[src/rtl/cpl_watch_pkg.sv]
package cpl_watch_pkg;

  typedef enum logic [3:0] {
    KIND_MEM_RD    = 4'd0,
    KIND_MEM_RD_LK = 4'd1,
    KIND_IO_RD     = 4'd2,
    KIND_CFG_RD0   = 4'd3,
    KIND_CFG_RD1   = 4'd4,
    KIND_IO_WR     = 4'd5,
    KIND_CFG_WR0   = 4'd6,
    KIND_CFG_WR1   = 4'd7,
    KIND_MEM_WR    = 4'd8,
    KIND_MSG       = 4'd9,
    KIND_MSG_D     = 4'd10
  } req_kind_e;

  typedef struct packed {
    logic owes_cpl;      // a completion must come back
    logic data_allowed;  // completion may carry data
  } req_class_t;

endpackage

[src/rtl/cpl_req_classify.sv]
module cpl_req_classify
  import cpl_watch_pkg::*;
(
  input  logic [3:0] kind,
  output req_class_t cls
);
  // read class, write class, posted
  always_comb begin
    cls = '{owes_cpl: 1'b0, data_allowed: 1'b0};
    case (kind)
      KIND_MEM_RD, KIND_MEM_RD_LK, KIND_IO_RD, KIND_CFG_RD0, KIND_CFG_RD1:
        cls = '{owes_cpl: 1'b1, data_allowed: 1'b1};
      KIND_IO_WR, KIND_CFG_WR0, KIND_CFG_WR1:
        cls = '{owes_cpl: 1'b1, data_allowed: 1'b0};
      default:
        cls = '{owes_cpl: 1'b0, data_allowed: 1'b0};
    endcase
  end
endmodule

[src/rtl/cpl_tag_slot.sv]
module cpl_tag_slot #(
  parameter int TIMER_W = 16
) (
  input  logic               clk,
  input  logic               rst_n,
  input  logic               load,
  input  logic               load_data_ok,
  input  logic [TIMER_W-1:0] load_cnt,
  input  logic               release_i,
  input  logic               count_en,
  output logic               valid_o,
  output logic               data_ok_o,
  output logic               zero_o
);
  logic [TIMER_W-1:0] cnt_q;

  always_ff @(posedge clk or negedge rst_n) begin
    if (!rst_n) begin
      valid_o   <= 1'b0;
      data_ok_o <= 1'b0;
      cnt_q     <= '0;
    end else if (load) begin
      valid_o   <= 1'b1;
      data_ok_o <= load_data_ok;
      cnt_q     <= load_cnt;
    end else if (release_i) begin
      valid_o   <= 1'b0;
    end else if (valid_o && count_en && (cnt_q != '0)) begin
      cnt_q     <= cnt_q - 1'b1;
    end
  end

  assign zero_o = valid_o && (cnt_q == '0);
endmodule

[src/rtl/cpl_expire_pick.sv]
module cpl_expire_pick #(
  parameter int N  = 8,
  parameter int IW = 3
) (
  input  logic [N-1:0]  cand,
  output logic [N-1:0]  grant,
  output logic [IW-1:0] idx,
  output logic          any
);
  // lowest index wins
  always_comb begin
    grant = '0;
    idx   = '0;
    any   = 1'b0;
    for (int i = 0; i < N; i++) begin
      if (cand[i] && !any) begin
        any      = 1'b1;
        grant[i] = 1'b1;
        idx      = IW'(i);
      end
    end
  end
endmodule

[src/rtl/cpl_watch.sv]
module cpl_watch
  import cpl_watch_pkg::*;
#(
  parameter int NTAG    = 8,
  parameter int TIMER_W = 16,
  localparam int TAG_W  = (NTAG > 1) ? $clog2(NTAG) : 1
) (
  input  logic               clk,
  input  logic               rst_n,
  input  logic               req_valid,
  output logic               req_ready,
  input  logic [3:0]         req_kind,
  input  logic [TAG_W-1:0]   req_tag,
  input  logic               cpl_valid,
  input  logic [TAG_W-1:0]   cpl_tag,
  input  logic               cpl_has_data,
  input  logic [TIMER_W-1:0] timeout_value,
  input  logic               timeout_disable,
  output logic               timeout_valid,
  output logic [TAG_W-1:0]   timeout_tag,
  output logic               unexp_cpl,
  output logic [TAG_W:0]     outstanding,
  output logic               full
);
  req_class_t       cls;
  logic [NTAG-1:0]  slot_valid;
  logic [NTAG-1:0]  slot_dok;
  logic [NTAG-1:0]  slot_zero;
  logic [NTAG-1:0]  cand;
  logic [NTAG-1:0]  grant;
  logic [TAG_W-1:0] pick_idx;
  logic             pick_any;
  logic             issue;
  logic             cpl_hit;
  logic             cpl_bad;

  cpl_req_classify u_cls (
    .kind (req_kind),
    .cls  (cls)
  );

  // posted kinds always pass, tracked kinds need a free tag
  assign req_ready = !cls.owes_cpl || !slot_valid[req_tag];
  assign issue     = req_valid && req_ready && cls.owes_cpl;

  // completion legality against the recorded class
  assign cpl_hit = cpl_valid && slot_valid[cpl_tag] &&
                   (slot_dok[cpl_tag] || !cpl_has_data);
  assign cpl_bad = cpl_valid && !cpl_hit;

  genvar g;
  generate
    for (g = 0; g < NTAG; g++) begin : g_slot
      logic hit_here;
      assign hit_here = cpl_hit && (cpl_tag == TAG_W'(g));
      // a completion masks the expiry of its own entry
      assign cand[g]  = slot_zero[g] && !timeout_disable && !hit_here;

      cpl_tag_slot #(.TIMER_W(TIMER_W)) u_slot (
        .clk          (clk),
        .rst_n        (rst_n),
        .load         (issue && (req_tag == TAG_W'(g))),
        .load_data_ok (cls.data_allowed),
        .load_cnt     (timeout_value),
        .release_i    (hit_here || grant[g]),
        .count_en     (!timeout_disable),
        .valid_o      (slot_valid[g]),
        .data_ok_o    (slot_dok[g]),
        .zero_o       (slot_zero[g])
      );
    end
  endgenerate

  cpl_expire_pick #(.N(NTAG), .IW(TAG_W)) u_pick (
    .cand  (cand),
    .grant (grant),
    .idx   (pick_idx),
    .any   (pick_any)
  );

  always_ff @(posedge clk or negedge rst_n) begin
    if (!rst_n) begin
      timeout_valid <= 1'b0;
      timeout_tag   <= '0;
      unexp_cpl     <= 1'b0;
    end else begin
      timeout_valid <= pick_any;
      timeout_tag   <= pick_idx;
      unexp_cpl     <= cpl_bad;
    end
  end

  always_comb begin
    outstanding = '0;
    for (int i = 0; i < NTAG; i++)
      outstanding = outstanding + (TAG_W+1)'(slot_valid[i]);
  end

  assign full = &slot_valid;
endmodule

[config.mk]
export PLATFORM = sky130hd
export DESIGN_NAME = cpl_watch
export DESIGN_NICKNAME = d
export VERILOG_FILES = /design/src/rtl/cpl_watch_pkg.sv /design/src/rtl/cpl_req_classify.sv /design/src/rtl/cpl_tag_slot.sv /design/src/rtl/cpl_expire_pick.sv /design/src/rtl/cpl_watch.sv
export SDC_FILE = /design/constraint.sdc
export NUM_CORES = 1
export LEC_CHECK = 0
export ABC_AREA = 1
export ABC_CLOCK_PERIOD_IN_PS = 5600
export BUFFER_PORTS_ARGS = -buffer_cell sky130_fd_sc_hd__buf_4
export CORE_UTILIZATION = 45
export CTS_BUF_LIST = sky130_fd_sc_hd__clkbuf_4 sky130_fd_sc_hd__clkbuf_8 sky130_fd_sc_hd__clkbuf_16
export DETAILED_ROUTE_END_ITERATION = 7
export GPL_TIMING_DRIVEN = 1
export PLACE_DENSITY = 0.69
export SYNTH_ARGS = -nofsm -noshare
export SYNTH_HDL_FRONTEND = slang
export SYNTH_SLANG_ARGS = --single-unit
[constraint.sdc]
create_clock -name clk -period 5.6 [get_ports clk]
set_clock_uncertainty 0.15 [all_clocks]
set_input_delay 0.56 -clock clk [delete_from_list [all_inputs] [get_ports clk]]
set_output_delay 0.56 -clock clk [all_outputs]
set_load 0.005 [all_outputs]
==> reports/metrics.cfg <==
[yosys]
synth_mux_area_frac=0
synth_compound_area_frac=0.1299
synth-simple-area-share=0.2914
ys_seq_area_frac=0.3887
synth-xor-area-share=0.07669
synth-adder-area-share=0.03182
yosysWarnings=0
synth_cells=1272
ys_ff_latch=149
synth_cell_types=50
synth_area_um2=9593
syn-mean-instance-area_um2=7.542
synth_top_family_by_area=simple AND/OR/NAND/NOR gates
syn_nets=1326

[placement]
hpwl_mm=19.18
numPortBuffers=42
place.gp.congestion=0.9276
placed_cells=1563

[detailed_routing]
wl_per_cell_um=17.30
routed_wl_mm=27.57
drt_iter0_drc=793
vias=8860
vias_per_cell=5.558
drc_errors=4
detail-route-antenna-nets=0
dr.pass1.iters=8

[global_routing]
track_usage=0.2623
antenna_found_initial=0
gr-total-overflow=0
grt_pass1_vias=8292
grt_pass1_wl_mm=43.98
grt_max_degree=110

[pwr]
powerDensity_nw_per_um2=492.1
ir_worst_vdd_mv=0.2180
p_leak_nw=5.100

[sta]
final-setup-viol-count=0
slew_violations=0
hold_violations=0
finalCritPeriodShare=0.7315
max-slew-margin-rel=0.2177
final.min_clock_period_ns=4.096
worst-slew-pin-transition_ns=1.169
finalSetupTns_ns=0
max_freq_mhz=244.1
rsz0062_at_grt=no

[status]
status=finished, violations left
violations=DRC

[clocking]
ctsResizeCount=0
path_clk_slew_ns=0.06
cts_hold_buf=0
cts_root_buffer=clkbuf_16
insertion_delay_ns=0.43
cts_tree=done
cts_sinks=149
cts_max_level=4
clock_path_buffers=2
numCtsBuffers=17
post-cts-setup-buffers=0

[layout]
layout_commonest_cell=nand2_1
final_cells=1594
layout_common_cells=267 x nand2_1, 165 x nor2_1, 157 x inv_1, 149 x dfrtp_1, 89 x nand3_1
syn2layout_area_growth_pct=11.56
layout-drive-gt1-share=0.08649
fillers=2069
nets=1361

[die]
die_width_um=148.0
initial_core_util=0.4578
dieArea_um2=21910
placementRows=53
io-pin-count=43
fp.coreArea_um2=20960
die_y_um=148.0

[worst_setup_path]
rrSetupSlack_ns=2.51
r2r_cells=10
cp-startpoint=g_slot[0].u_slot.valid_o
r2r_start=g_slot[7].u_slot.valid_o
worstSetupEndpoint=outstanding[2]
cp-end-kind=output pin
cp_max_fo=6
cp_data_arrival_time_ns=3.39
critPathKind=flip-flop to output pin
setup.worst_path.start_class=flip-flop
cp.required_ns=4.89
r2r-end=g_slot[7].u_slot.cnt_q[5]

[job]
maxCapViolations=0

[min_path]
hold_class=primary input to asynchronous set/reset pin

==> layout make-up <==
type,instances,area [um^2],area share
antenna,1,2.502,0.0002338
clock buffer,19,440.4,0.04116
clock inverter,11,136.4,0.01274
inverter,168,633.1,0.05916
multi-input combinational,927,5082,0.4749
sequential,149,3729,0.3484
tap,275,344.1,0.03215
timing repair buffer,44,334.1,0.03122
==> flip-flops by register name (all words and copies together) (netlist names) <==
name                     cells
g_slot.u_slot.data_ok_o      8
g_slot.u_slot.valid_o        8
g_slot.u_slot.cnt_q        128
timeout_tag                  3
unexp_cpl                    1
timeout_valid                1
==> worst min path at each step <==
stage                          startpoint                    endpoint  slack, ns  depth (start not counted)
6_report                            rst_n   g_slot[6].u_slot.cnt_q[4]       0.14                          1
5_1_grt                             rst_n   g_slot[6].u_slot.cnt_q[5]       0.23                          1
4_1_cts                             rst_n   g_slot[6].u_slot.cnt_q[5]       0.19                          1
3_5_place_dp   g_slot[7].u_slot.data_ok_o  g_slot[7].u_slot.data_ok_o       0.31                          2
3_3_place_gp   g_slot[7].u_slot.data_ok_o  g_slot[7].u_slot.data_ok_o       0.31                          2
2_1_floorplan                       rst_n   g_slot[0].u_slot.cnt_q[0]       0.11                          0
==> logic make-up (layout without fill, tap and decap cells) <==
logic type,Yosys count,after routing
simple gates,627,627
buf+inv,196,242
compound gates,194,194
flops,149,149
xor+xnor,84,84
fa+ha+maj,22,22
other cells,0,1
==> routing by layer <==
layer	share of wire	track usage	vias up
li1	-	-	4288
met1	0.45	0.3630	4221
met2	0.44	0.3967	301
met3	0.069	0.04907	50
met4	0.034	0.1201	0
met5	0	0	-
==> synthesized netlist by cell type, drive strengths merged <==
cell	n	share of area
o221ai	17	0.016
xnor2	24	0.022
buf	16	0.011
nor2b	1	0.00065
a21boi	2	0.0016
inv	166	0.065
fa	4	0.0083
nand4	26	0.020
nor3	38	0.020
clkbuf	12	0.0047
xor2	60	0.055
a31oi	2	0.0013
o21a	1	0.00078
o21bai	1	0.00078
a41oi	1	0.00091
o41ai	1	0.00091
or2	4	0.0026
nor4	11	0.0072
a31o	1	0.00091
a22oi	21	0.016
o211ai	43	0.034
o31ai	1	0.00078
nand2	275	0.11
a21oi	47	0.025
nand3b	3	0.0023
dfrtp	149	0.39
clkinv	2	0.00078
o22ai	6	0.0039
ha	18	0.023
nor3b	2	0.0016
nor2	174	0.075
o21ai	48	0.025
a221oi	2	0.0025
nand3	93	0.051
==> where the power goes <==
group	leakage (nW)	switching, mW	internal (mW)	total (mW)
sequential	1.86	0.394	1.52	1.91
clock	0.289	0.457	0.700	1.16
combinational	2.95	1.29	0.905	2.20
==> critical path, stage by stage, from the launching register on <==
cell and delay, ns:
dfrtp_1 0.46, fa_1 0.55, inv_1 0.05, fa_1 0.51, fa_1 0.42, inv_1 0.07
ha_1 0.15, inv_1 0.06, fa_1 0.43, xnor2_1 0.14, buf_4 0.13
==> through the flow <==
stage	utilization	setup slack, ns	instance area, um^2	total power, mW	hold WS [ns]
2_1_floorplan	-	2.161	9593	3.485	0.1144
3_3_place_gp	0.4830	1.948	10120	4.023	0.3058
3_5_place_dp	0.4830	1.938	10120	4.090	0.3089
4_1_cts	0.5106	1.494	10700	5.267	0.1874
5_1_grt	0.5106	1.310	10700	5.698	0.2291
6_report	0.5107	1.504	10700	5.266	0.1423
Note: power is estimated with default switching activity, not from simulation.
